## src/rtl/i2c_wdog_pkg.sv

```systemverilog
package i2c_wdog_pkg;

    typedef enum logic [1:0] {
        WD_IDLE  = 2'd0,
        WD_COUNT = 2'd1,
        WD_FIRE  = 2'd2,
        WD_HOLD  = 2'd3
    } wd_state_e;

    localparam int unsigned ADDR_TIM_A = 0;
    localparam int unsigned ADDR_TIM_B = 1;
    localparam int unsigned ADDR_IEN   = 2;
    localparam int unsigned ADDR_ISTAT = 3;

    localparam int unsigned DIV_LSB = 8;
    localparam int unsigned CNT_LSB = 0;
    localparam int unsigned IRQ_BIT = 15;

endpackage

```

## src/rtl/wdog_cfg_regs.sv

```systemverilog
module wdog_cfg_regs
    import i2c_wdog_pkg::*;
#(
    parameter int unsigned DATA_W = 32,
    parameter int unsigned ADDR_W = 2,
    parameter int unsigned DIV_W  = 2,
    parameter int unsigned CNT_W  = 5
) (
    input  logic              clk_i,
    input  logic              rst_i,
    input  logic              wr_en_i,
    input  logic [ADDR_W-1:0] wr_addr_i,
    input  logic [DATA_W-1:0] wr_data_i,
    input  logic [ADDR_W-1:0] rd_addr_i,
    output logic [DATA_W-1:0] rd_data_o,
    input  logic              fire_i,
    output logic [DIV_W-1:0]  div_o,
    output logic [CNT_W-1:0]  cnt_o,
    output logic              ien_o,
    output logic              istat_o,
    output logic              cfg_wr_o
);

    logic wr_tim_a, wr_tim_b, wr_ien, wr_istat;
    logic unused_wr_bits;

    assign wr_tim_a = wr_en_i && (wr_addr_i == ADDR_W'(ADDR_TIM_A));
    assign wr_tim_b = wr_en_i && (wr_addr_i == ADDR_W'(ADDR_TIM_B));
    assign wr_ien   = wr_en_i && (wr_addr_i == ADDR_W'(ADDR_IEN));
    assign wr_istat = wr_en_i && (wr_addr_i == ADDR_W'(ADDR_ISTAT));
    assign cfg_wr_o = wr_tim_a || wr_tim_b;
    assign unused_wr_bits = ^wr_data_i;

    always_ff @(posedge clk_i) begin
        if (rst_i) begin
            div_o   <= '0;
            cnt_o   <= '0;
            ien_o   <= 1'b0;
            istat_o <= 1'b0;
        end else begin
            if (wr_tim_a) div_o <= wr_data_i[DIV_LSB +: DIV_W];
            if (wr_tim_b) cnt_o <= wr_data_i[CNT_LSB +: CNT_W];
            if (wr_ien)   ien_o <= wr_data_i[IRQ_BIT];
            if (fire_i)
                istat_o <= 1'b1;
            else if (wr_istat && wr_data_i[IRQ_BIT])
                istat_o <= 1'b0;
        end
    end

    always_comb begin
        rd_data_o = '0;
        unique case (rd_addr_i)
            ADDR_W'(ADDR_TIM_A): rd_data_o[DIV_LSB +: DIV_W] = div_o;
            ADDR_W'(ADDR_TIM_B): rd_data_o[CNT_LSB +: CNT_W] = cnt_o;
            ADDR_W'(ADDR_IEN):   rd_data_o[IRQ_BIT]          = ien_o;
            default:             rd_data_o[IRQ_BIT]          = istat_o;
        endcase
    end

endmodule

```

## src/rtl/wdog_prescaler.sv

```systemverilog
module wdog_prescaler #(
    parameter int unsigned BASE_LOG2 = 14,
    parameter int unsigned DIV_W     = 2
) (
    input  logic             clk_i,
    input  logic             rst_i,
    input  logic             run_i,
    input  logic [DIV_W-1:0] div_i,
    output logic             tick_o
);

    localparam int unsigned DIV_MAX = (1 << DIV_W) - 1;
    localparam int unsigned PRE_W   = BASE_LOG2 + 2 * DIV_MAX;

    logic [PRE_W-1:0] pre_q;
    logic [PRE_W:0]   span;
    logic [PRE_W-1:0] limit;

    always_comb begin
        span  = (PRE_W+1)'(1) << (BASE_LOG2 + 2 * int'(div_i));
        limit = span[PRE_W-1:0] - {{(PRE_W-1){1'b0}}, 1'b1};
    end

    assign tick_o = run_i && (pre_q == limit);

    always_ff @(posedge clk_i) begin
        if (rst_i || !run_i || tick_o)
            pre_q <= '0;
        else
            pre_q <= pre_q + {{(PRE_W-1){1'b0}}, 1'b1};
    end

endmodule

```

## src/rtl/wdog_fsm.sv

```systemverilog
module wdog_fsm
    import i2c_wdog_pkg::*;
#(
    parameter int unsigned CNT_W = 5
) (
    input  logic             clk_i,
    input  logic             rst_i,
    input  logic             busy_i,
    input  logic             act_i,
    input  logic             cfg_wr_i,
    input  logic [CNT_W-1:0] cnt_cfg_i,
    input  logic             tick_i,
    output logic             run_o,
    output logic             fire_o
);

    wd_state_e        state_q, state_d;
    logic [CNT_W-1:0] tick_cnt_q;
    logic             enabled, restart, last_tick;

    assign enabled   = (cnt_cfg_i != '0);
    assign restart   = act_i || cfg_wr_i;
    assign last_tick = tick_i && (tick_cnt_q == cnt_cfg_i - CNT_W'(1));

    always_comb begin
        state_d = state_q;
        unique case (state_q)
            WD_IDLE:  if (busy_i && enabled) state_d = WD_COUNT;
            WD_COUNT: begin
                if (!busy_i || !enabled) state_d = WD_IDLE;
                else if (restart)        state_d = WD_COUNT;
                else if (last_tick)      state_d = WD_FIRE;
            end
            WD_FIRE:  state_d = busy_i ? WD_HOLD : WD_IDLE;
            WD_HOLD:  if (!busy_i) state_d = WD_IDLE;
            default:  state_d = WD_IDLE;
        endcase
    end

    always_ff @(posedge clk_i) begin
        if (rst_i) state_q <= WD_IDLE;
        else       state_q <= state_d;
    end

    always_comb begin
        run_o  = (state_q == WD_COUNT) && busy_i && enabled && !restart;
        fire_o = (state_q == WD_FIRE);
    end

    always_ff @(posedge clk_i) begin
        if (rst_i || !run_o)
            tick_cnt_q <= '0;
        else if (tick_i)
            tick_cnt_q <= tick_cnt_q + CNT_W'(1);
    end

endmodule

```

## src/rtl/i2c_tgt_idle_wdog.sv

```systemverilog
module i2c_tgt_idle_wdog #(
    parameter int unsigned DATA_W    = 32,
    parameter int unsigned ADDR_W    = 2,
    parameter int unsigned DIV_W     = 2,
    parameter int unsigned CNT_W     = 5,
    parameter int unsigned BASE_LOG2 = 14
) (
    input  logic              clk_i,
    input  logic              rst_i,
    input  logic              busy_i,
    input  logic              act_i,
    input  logic              wr_en_i,
    input  logic [ADDR_W-1:0] wr_addr_i,
    input  logic [DATA_W-1:0] wr_data_i,
    input  logic [ADDR_W-1:0] rd_addr_i,
    output logic [DATA_W-1:0] rd_data_o,
    output logic              forced_idle_o,
    output logic              irq_o
);

    logic [DIV_W-1:0] div_cfg;
    logic [CNT_W-1:0] cnt_cfg;
    logic             irq_en, irq_status, cfg_wr;
    logic             run, tick, fire;

    wdog_cfg_regs #(
        .DATA_W(DATA_W), .ADDR_W(ADDR_W), .DIV_W(DIV_W), .CNT_W(CNT_W)
    ) u_regs (
        .clk_i(clk_i), .rst_i(rst_i),
        .wr_en_i(wr_en_i), .wr_addr_i(wr_addr_i), .wr_data_i(wr_data_i),
        .rd_addr_i(rd_addr_i), .rd_data_o(rd_data_o),
        .fire_i(fire),
        .div_o(div_cfg), .cnt_o(cnt_cfg),
        .ien_o(irq_en), .istat_o(irq_status), .cfg_wr_o(cfg_wr)
    );

    wdog_prescaler #(
        .BASE_LOG2(BASE_LOG2), .DIV_W(DIV_W)
    ) u_pre (
        .clk_i(clk_i), .rst_i(rst_i),
        .run_i(run), .div_i(div_cfg), .tick_o(tick)
    );

    wdog_fsm #(
        .CNT_W(CNT_W)
    ) u_fsm (
        .clk_i(clk_i), .rst_i(rst_i),
        .busy_i(busy_i), .act_i(act_i), .cfg_wr_i(cfg_wr),
        .cnt_cfg_i(cnt_cfg), .tick_i(tick),
        .run_o(run), .fire_o(fire)
    );

    assign forced_idle_o = fire;
    assign irq_o         = irq_status && irq_en;

endmodule

```

## config.mk

```make
export PLATFORM = sky130hd
export DESIGN_NAME = i2c_tgt_idle_wdog
export DESIGN_NICKNAME = d
export VERILOG_FILES = /design/src/rtl/i2c_wdog_pkg.sv /design/src/rtl/wdog_cfg_regs.sv /design/src/rtl/wdog_prescaler.sv /design/src/rtl/wdog_fsm.sv /design/src/rtl/i2c_tgt_idle_wdog.sv
export SDC_FILE = /design/constraint.sdc
export NUM_CORES = 1
export LEC_CHECK = 0
export BUFFER_PORTS_ARGS = -buffer_cell sky130_fd_sc_hd__buf_4
export CORE_UTILIZATION = 50
export DETAILED_ROUTE_END_ITERATION = 10
export HOLD_SLACK_MARGIN = 0.15
export PLACE_DENSITY = 0.8
export SKIP_CTS_REPAIR_TIMING = 1
export SYNTH_ARGS = -nofsm -noshare
export SYNTH_HDL_FRONTEND = slang
export SYNTH_HIERARCHICAL = 1
export SYNTH_SLANG_ARGS = --single-unit
```

## constraint.sdc

```tcl
create_clock -name clk_i -period 3.2 [get_ports clk_i]
set_clock_uncertainty 0.1 [all_clocks]
set_input_delay 0.32 -clock clk_i [delete_from_list [all_inputs] [get_ports clk_i]]
set_output_delay 0.32 -clock clk_i [all_outputs]
set_load 0.02 [all_outputs]
```

==> results of run 1 <==
==> registers in the layout, indices dropped and copies added, names as in the netlist <==
| register | count |
|---|---|
| u_regs/div_o | 2 |
| u_regs/cnt_o | 5 |
| u_fsm/tick_cnt_q | 5 |
| u_pre/pre_q | 20 |
| u_regs/istat_o | 1 |
| u_regs/ien_o | 1 |
| u_fsm/state_q | 2 |
==> metal layers <==
layer  part of all wire (%)  GRT usage, %  vias to the layer above
li1                       -             -                      860
met1                     47          22.2                      799
met2                     48          32.1                       41
met3                    3.8          4.00                        5
met4                    1.1          7.81                        0
met5                      0             0                        -
==> per-stage QoR <==
stage                     worst slack, ns  hold slack, ns  std cells  cell area [µm²]  utilization (%)
after floorplan                     0.410           0.316        272             2270                -
final                               0.691           0.203        326             2420             59.2
after CTS                           0.678           0.131        325             2410             59.0
after global routing                0.460           0.207        326             2420             59.2
after global placement              0.586           0.377        317             2320             56.8
after detailed placement            0.610           0.390        317             2320             56.8
==> worst paths after layout <==
| kind | slack (ns) | start | to | cells after the start |
|---|---|---|---|---|
| hold / removal | 0.20 | wr_data_i[0] | u_regs/cnt_o[0] | 3 |
| hold reg to reg | 0.39 | u_regs/ien_o | u_regs/ien_o | 2 |
| setup reg to reg | 0.69 | u_regs/cnt_o[0] | u_fsm/state_q[0] | 11 |
| setup / recovery | 0.69 | u_regs/cnt_o[0] | u_fsm/state_q[0] | 11 |
==> critical path: cells and delay by family (launching register included) <==
family | cells | cell delay [ns]
buffers and inverters | 1 | 0.08
adders and majority gates | 1 | 0.23
DFF | 1 | 0.41
AOI/OAI and AO/OA | 2 | 0.38
and+or+nand+nor | 7 | 1.18
==> power groups by stage <==
stage	Sequential, µW	Clock (µW)	Combinational (µW)
6_report	457	326	90.0
5_1_grt	457	354	99.7
4_1_cts	457	333	88.9
3_5_place_dp	467	0	88.3
3_3_place_gp	467	0	87.0
2_1_floorplan	466	0	87.0
==> cells in the final DEF, fill, tap and decap left out, types with 6 or more instances in the layout <==
cell type and count:
a211oi_1 9, and2_1 6, buf_4 28, clkbuf_8 6, conb_1 28, dfxtp_1 36
ha_1 6, mux2i_1 10, nand2_1 8, nand2b_1 18, nand3_1 13, nor2_1 9
nor3_1 16, o21ai_0 6, or3_1 7, xnor2_1 16, xor2_1 9
==> final cells by class <==
| class | count | area (µm²) |
|---|---|---|
| clock buffers | 8 | 90.1 |
| fillers | 366 | 1670 |
| inverters | 4 | 15.0 |
| multi-input cells | 199 | 1310 |
| flip-flops and latches | 36 | 721 |
| well taps | 50 | 62.6 |
| repair buffers | 29 | 220 |
==> cell families (layout without fill, tap and decap cells) <==
kind of cell | Yosys count | after routing | share of synthesized area [%]
AOI/OAI and AO/OA | 21 | 21 | 6.68
xor gates and xnor gates | 25 | 25 | 10.1
adders and majority gates | 6 | 6 | 3.45
buffers and inverters | 37 | 41 | 10.9
DFF | 36 | 36 | 33.2
muxes | 10 | 10 | 4.61
other | 2 | 28 | 0.346
and+or+nand+nor | 109 | 109 | 30.7
==> results.md, run 1 <==
- Status: complete, no violations
- DR iter-0 viols: 64
- Nets: 322
- WL final: 3860 µm
- Final setup viols: 0
- Sequential Power Share: 52.3%
- Synthesized flop and latch total: 36
- I/O Pins: 75
- Area contributors post-synth: dfxtp_1 (33%), buf_4 (8.3%), xnor2_1 (6.4%), nand2b_1 (5.2%), mux2i_1 (4.6%)
- Max_cap viols: 0
- Hpwl dp: 2800 µm
- P_sw: 209 µW
- Latest clock arrival within the worst-skew pair: 0.28 ns
- Slew Limit Fails: 0
- CP Data Arrival Time: 2.57 ns
- CP endpoint kind: flip-flop
- Synth Flop Type: dfxtp_1
- Vias in the first global route: 1507
- N_diodes: 0
- Final Hold Fails: 0
- CTS root buffer: clkbuf_8
- Sw Ratio: 23.9%
- DIE AREA: 4610 µm²
- Total CTS buffers: 5
- First-pass GRT wire length: 6490 µm
- Initial Util: 53.2%
- Cell area after synthesis: 2170 µm²
- Post-route ant nets: 0
- Crit-path cells: inv_1, ha_1, nor3b_2, nand2b_1, and3_1, nand3_1, nor4_1, o311a_1, nand3_1, nor4_4, a21oi_1
- Routed via count: 1705
- DRC viols: 0
- Critical Path Source Type: flip-flop
- P_int: 664 µW
- Leak: 0.000915 µW
- Drt pass-1 iters: 4
- Clock network power share: 37.4%
- Wire per inst: 11.8 µm
- Die width: 67.9 µm
- Area Overhead vs Synth: 11.4%
- Total power: 873 µW
- RSZ-0062 raised after global routing: false
- Worst slew pin tran: 0.781 ns
- Placer Congestion: 0.783
- WS Path Type: flip-flop to flip-flop
- CTS tree: done
- Share of the synthesized area in the top cell type: 33.2%
- Clk buf depth: 2
- Max_slew headroom: 47.9%
- CP peak stage delay: 0.41 ns
- Top cells by count, synth: dfxtp_1 (36), buf_4 (24), nand2b_1 (18), nor3_1 (16), xnor2_1 (16)
- H-Tree Depth: 2
- Clock transition at path regs: 0.07 ns
- Total Routing Usage GR: 18.7%
- Yosys cell types: 40
- Comb power frac: 10.3%
- Buffers on Ports: 26
- CTS Sinks: 36
- Tmin final: 2.51 ns
- CP most frequent cell: nand3_1
- Initial antenna violation count: 0
- Hold Crit Class: input pin to flip-flop
- Row count: 23
- Critical Path Fanout Max: 5
- CP max stage cell: dfxtp_1
- Largest net degree at the start of global routing: 21
- Count leader, synth: dfxtp_1
- Share of layout cells above drive strength 1: 14.9%
- Post-route clock period utilization: 78.4%
- Worst Path Required: 3.26 ns
- Syn avg cell area: 8.83 µm²
- Power Density: 360 nW/µm²
- GRT overflow: 0
- Via density: 5.23
- Worst VDD drop: 0.000208 V
- Post-Syn Instances: 246
- Post-route setup TNS: 0 ns
- Synth async-reset ratio: 0%
- Yosys top cell by area: dfxtp_1
- Fmax: 399 MHz
- Die H: 67.9 µm
- Core region area: 4090 µm²
- Post-synth EDFFs: 0
- Post-synthesis sequential area ratio: 33.2%
- Yosys Warn Count: 6
Note: power is estimated with default switching activity, not from simulation.
==> run 2: changes to the inputs <==
clock period = 2.6 ns   (was 3.2 ns; I/O delays follow)
==> run 2 against run 1 <==
Via count grew 0.70%. Cell area rose by 2.2%. Non-clock buffer count grew 5. Setup slack got worse by 0.54 ns. Critical path type unchanged. Critical endpoint is now u_fsm/tick_cnt_q[3].
==> results.md, run 2 (synthesis gave the netlist of run 1 again) <==
- Clock transition at path regs: 0.07 ns
- Hold Crit Class: input pin to flip-flop
- CTS Sinks: 36
- Placed insts: 319
- Wire per inst: 12.2 µm
- Drt pass-1 iters: 4
- Critical Path Source Type: flip-flop
- Largest regs: u_pre/pre_q x20, u_fsm/tick_cnt_q x5, u_regs/cnt_o x5
- H-Tree Depth: 2
- Latest clock arrival within the worst-skew pair: 0.29 ns
- Hpwl dp: 2940 µm
- Initial antenna violation count: 0
- Placer Congestion: 0.728
- Row count: 23
- DR iter-0 viols: 128
- Tmin final: 2.45 ns
- Commonest non-fill, non-tap cell in the layout: dfxtp_1
- Hold slack: 0.136 ns
- CP endpoint kind: flip-flop
- CP Data Arrival Time: 2.52 ns
- Total Routing Usage GR: 18.5%
- Routed via count: 1717
- Post-route ant nets: 0
- Worst slew pin tran: 0.766 ns
- Worst Path Required: 2.68 ns
- CTS tree: done
- Crit-path cells: inv_1, ha_1, nor3b_2, nand2b_1, and3_1, nand3_1, nor4_2, o311a_1, buf_4, nand4_1, xor2_1, nor2_1
- Vias in the first global route: 1538
- R2R depth: 12
- Max reg flops: 20
- Placed Area: 2340 µm²
- Max_cap viols: 0
- WS Path Type: flip-flop to flip-flop
- DIE AREA: 4610 µm²
- Area Overhead vs Synth: 13.8%
- Commonest non-fill, non-tap cells in the layout: dfxtp_1 (35), buf_4 (30), conb_1 (28), nand2b_1 (18)
- Slew Limit Fails: 0
- Fin cells: 331
- Share of layout cells above drive strength 1: 16.0%
- Clk buf depth: 2
- Die width: 67.9 µm
- Status: complete, no violations
- Via density: 5.19
- DRC viols: 0
- Largest Register: u_pre/pre_q
- Met3 wire length: 132 µm
- Critical Path Fanout Max: 11
- Final Hold Fails: 0
- CP max stage cell: dfxtp_2
- First-pass GRT wire length: 6400 µm
- Worst VDD drop: 0.000299 V
- N_diodes: 0
- WL final: 4050 µm
- CP peak stage delay: 0.35 ns
- Leak: 0.000939 µW
- Post-route design area: 2470 µm²
- Total power: 1090 µW
- Total CTS buffers: 5
- GRT overflow: 0
- I/O Pins: 75
- Buf+Inv Stages, Crit Path: 2
- Core region area: 4090 µm²
- Nets: 327
- Metal-1 WL: 1830 µm
- Fmax: 409 MHz
- Post-route clock period utilization: 94.1%
- Buffers on Ports: 26
- CTS root buffer: clkbuf_8
- Top sig layer: met4
- Final setup viols: 0
- Family with the most delay on the worst path: simple AND/OR/NAND/NOR gates
- Instance count on the critical path: 12
- Met2 WL post-DR: 2030 µm
- Die H: 67.9 µm
- Largest net degree at the start of global routing: 21
- Power Density: 439 nW/µm²
- Hold depth: 3
- Initial Util: 53.2%
- Max_slew headroom: 48.9%
[run 2: cell count changes in the layout (fill, tap and decap cells not counted), sizes merged]
| cell | previous run | this run |
|---|---|---|
| buf | 28 | 30 |
| dlygate4sd3 | 1 | 4 |
[run 2: final timing paths]
path,startpoint,to,slack [ns]
worst max-delay path,u_regs/cnt_o[1],u_fsm/tick_cnt_q[3],0.15
worst min-delay path,wr_data_i[2],u_regs/cnt_o[2],0.14
worst max register to register,u_regs/cnt_o[1],u_fsm/tick_cnt_q[3],0.15
worst min register to register,u_regs/cnt_o[1],u_regs/cnt_o[1],0.39
[run 2: metrics by stage]
| step | utilization (%) | setup slack, ns | TNS, ns |
|---|---|---|---|
| global placement | 57.2 | 0.169 | 0 |
| floorplan | - | 0.0253 | 0 |
| detailed placement | 57.2 | 0.135 | 0 |
| global route | 60.5 | -0.0252 | -0.0384 |
| CTS | 59.4 | 0.133 | 0 |
| finish | 60.5 | 0.152 | 0 |
[run 2: layout make-up]
type / instances / area (µm²)
multi-input combinational: 199 / 1320
clock buffer: 8 / 90.1
tap: 50 / 62.6
sequential: 36 / 722
timing repair buffer: 34 / 265
fill: 364 / 1610
inverter: 4 / 15.0
[run 2: tightest hold or removal path: cells and delay by family]
family,cells,cell delay (ns)
buffers and inverters,1,0.11
muxes,1,0.06
and+or+nand+nor,1,0.05
[run 2: routing by layer]
layer / up-vias / GRT usage, %
li1: 878 / -
met1: 797 / 20.8
met4: 0 / 8.59
met3: 8 / 4.00
met2: 34 / 33.0
met5: - / 0
[run 2: where the power goes]
group	switching [µW]	total (µW)	leakage (µW)	internal, µW
clock	191	407	0.0000455	216
combinational	68.9	118	0.000602	48.8
sequential	5.26	562	0.000291	556
==> run 3: changes to the inputs <==
SYNTH_HIERARCHICAL = default   (was 1)
clock period = 2.4 ns   (was 2.6 ns; I/O delays follow)
==> run 3 against run 2 <==
Routed wire length up 8.1%. Register-to-register slack improved by 0.04 ns. Sequential cell count stayed put. Sequential power increased by 8.2%. Area after synthesis down 1.0%. Die area fell by 1.0%. Combinational power rose by 4%. Synthesized cell count increased by 10%. Cell area grew 3.7%. Sequential share of layout area decreased by 1.1 points. Largest cell class unchanged. Highest routed layer unchanged.
==> results.md, run 3 <==
- Status: complete, no violations
- Hold Crit Class: input pin to flip-flop
- Largest regs: u_pre.pre_q x20, u_fsm.tick_cnt_q x5, u_regs.cnt_o x5
- Drt pass-1 iters: 5
- N_diodes: 0
- Post-route setup TNS: 0 ns
- Area contributors post-synth: dfxtp_1 (34%), buf_4 (8.4%), nand3_1 (6.5%), xor2_1 (4.9%), nand2_1 (4.5%)
- Worst VDD drop: 0.000366 V
- Final WS setup: 0.188 ns
- Top cells by count, synth: dfxtp_1 (36), nand3_1 (28), nand2_1 (26), buf_4 (24), nor2_1 (23)
- Commonest non-fill, non-tap cell in the layout: buf_4
- RSZ-0062 raised after global routing: false
- Hpwl dp: 3140 µm
- Largest net degree at the start of global routing: 15
- DR iter-0 viols: 124
- Buffers on Ports: 26
- CTS Sinks: 36
- Max_cap viols: 0
- Max_slew headroom: 62.1%
- Row count: 23
- First-pass GRT wire length: 6800 µm
- Core region area: 4060 µm²
- P_sw: 287 µW
- Total CTS buffers: 5
- Yosys cell types: 43
- Leak: 0.00100 µW
- Slew Limit Fails: 0
- P_int: 887 µW
- Syn avg cell area: 7.94 µm²
- Yosys top cell by area: dfxtp_1
- Post-Syn Instances: 271
- CP Data Arrival Time: 2.32 ns
- Largest Register: u_pre.pre_q
- Clock network power share: 37.7%
- Synthesized flop and latch total: 36
- Worst slew pin tran: 0.568 ns
- DRC viols: 0
- Share of layout cells above drive strength 1: 17.0%
- Initial Util: 53.0%
- Commonest non-fill, non-tap cells in the layout: buf_4 (40), dfxtp_1 (36), nand3_1 (28), conb_1 (28), nand2_1 (26)
- Routed via count: 1906
- Post-synthesis sequential area ratio: 33.5%
- Nets: 363
- Worst slack, placed: 0.185 ns
- Sw Ratio: 24.5%
- WL final: 4380 µm
- Critical Path Source Type: flip-flop
- Post-route clock period utilization: 92.2%
- Initial antenna violation count: 0
- CTS tree: done
- Clk buf depth: 2
- Post-route ant nets: 0
- H-Tree Depth: 2
- Synth Flop Type: dfxtp_1
- Power Density: 458 nW/µm²
- Count leader, synth: dfxtp_1
- Total Routing Usage GR: 20.1%
- Register-to-register setup slack: 0.19 ns
- Placer Congestion: 0.816
- WS Path Type: flip-flop to flip-flop
- Final setup viols: 0
- Cell area after synthesis: 2150 µm²
- I/O Pins: 75
- Synth async-reset ratio: 0%
- Sequential Power Share: 51.8%
- Wire per inst: 11.9 µm
- Tmin final: 2.21 ns
- Worst Path Required: 2.51 ns
- GRT overflow: 0
- Fmax: 452 MHz
- Die H: 67.6 µm
- Final Core Density: 63.2%
- DIE AREA: 4570 µm²
- CP endpoint kind: flip-flop
- Share of the synthesized area in the top cell type: 33.5%
- Via density: 5.19
- Clock transition at path regs: 0.07 ns
- Yosys Warn Count: 0
- Max reg flops: 20
- Final Hold Fails: 0
- Critical Path Fanout Max: 6
- Post-synth EDFFs: 0
- Latest clock arrival within the worst-skew pair: 0.29 ns
- Area Overhead vs Synth: 19.3%
- CTS root buffer: clkbuf_8
- Comb power frac: 10.5%
- Vias in the first global route: 1628
- Die width: 67.6 µm
==> run 3: cell count changes in the layout (fill, tap and decap cells not counted), sizes merged, moves of 6 or more <==
cell	previous run	this run
buf	30	41
nor2	9	23
nand2b	18	1
nand2	8	26
a31oi	0	6
nand3	14	28
a21oi	1	17
xnor2	16	4
a211oi	9	0
nor3	16	4
==> run 3: metrics by stage <==
step	power (µW)	hold WS [ns]	instance area, µm²	cells
finish	1170	0.128	2560	367
global placement	730	0.376	2380	349
global route	1240	0.162	2560	367
detailed placement	733	0.388	2380	349
floorplan	729	0.287	2250	297
CTS	1180	0.0887	2470	357
==> run 3: cells by family (layout without fill, tap and decap cells) <==
family          count (synthesis)  count (layout)  share of synthesized area [%]
other cells                     2              28                          0.349
compound gates                 38              38                           11.9
mux                             5               5                           2.33
simple gates                  124             124                           29.7
buf+inv                        44              64                           12.2
flops                          36              36                           33.5
fa+ha+maj                       6               6                           3.49
xor+xnor                       16              16                           6.52
==> run 3: layout make-up <==
type / count / area (µm²)
sequential: 36 / 721
fill: 345 / 1490
multi-input combinational: 217 / 1260
tap: 50 / 62.6
inverter: 7 / 26.3
timing repair buffer: 49 / 400
clock buffer: 8 / 90.1
==> run 3: critical path, cell delays in order, from the launching register on <==
cell and delay, ns:
dfxtp_1 0.36, or4_1 0.55, a22oi_2 0.19, nand4_1 0.26
or4_1 0.53, a21oi_1 0.14
==> run 3: worst paths after layout <==
check                           cells past startpoint             endpoint                start
worst min register to register                      2  u_fsm.tick_cnt_q[4]  u_fsm.tick_cnt_q[4]
worst max register to register                      5  u_fsm.tick_cnt_q[4]      u_regs.div_o[1]
worst max-delay path                                5  u_fsm.tick_cnt_q[4]      u_regs.div_o[1]
worst min-delay path                                3         u_regs.ien_o        wr_data_i[15]
==> run 3: power groups by stage <==
stage	clock network [µW]	registers, µW	logic [µW]
floorplan	0	620	109
global placement	0	621	108
detailed placement	0	622	111
CTS	456	608	112
global route	494	609	136
finish	442	608	123
==> run 3: metal layers <==
metal | part of all wire, % | vias up | GRT usage, %
met5 | 0 | - | 0
met4 | 1.2 | 0 | 7.98
met3 | 6.7 | 4 | 8.11
met2 | 46 | 56 | 33.2
met1 | 46 | 866 | 23.0
li1 | - | 980 | -
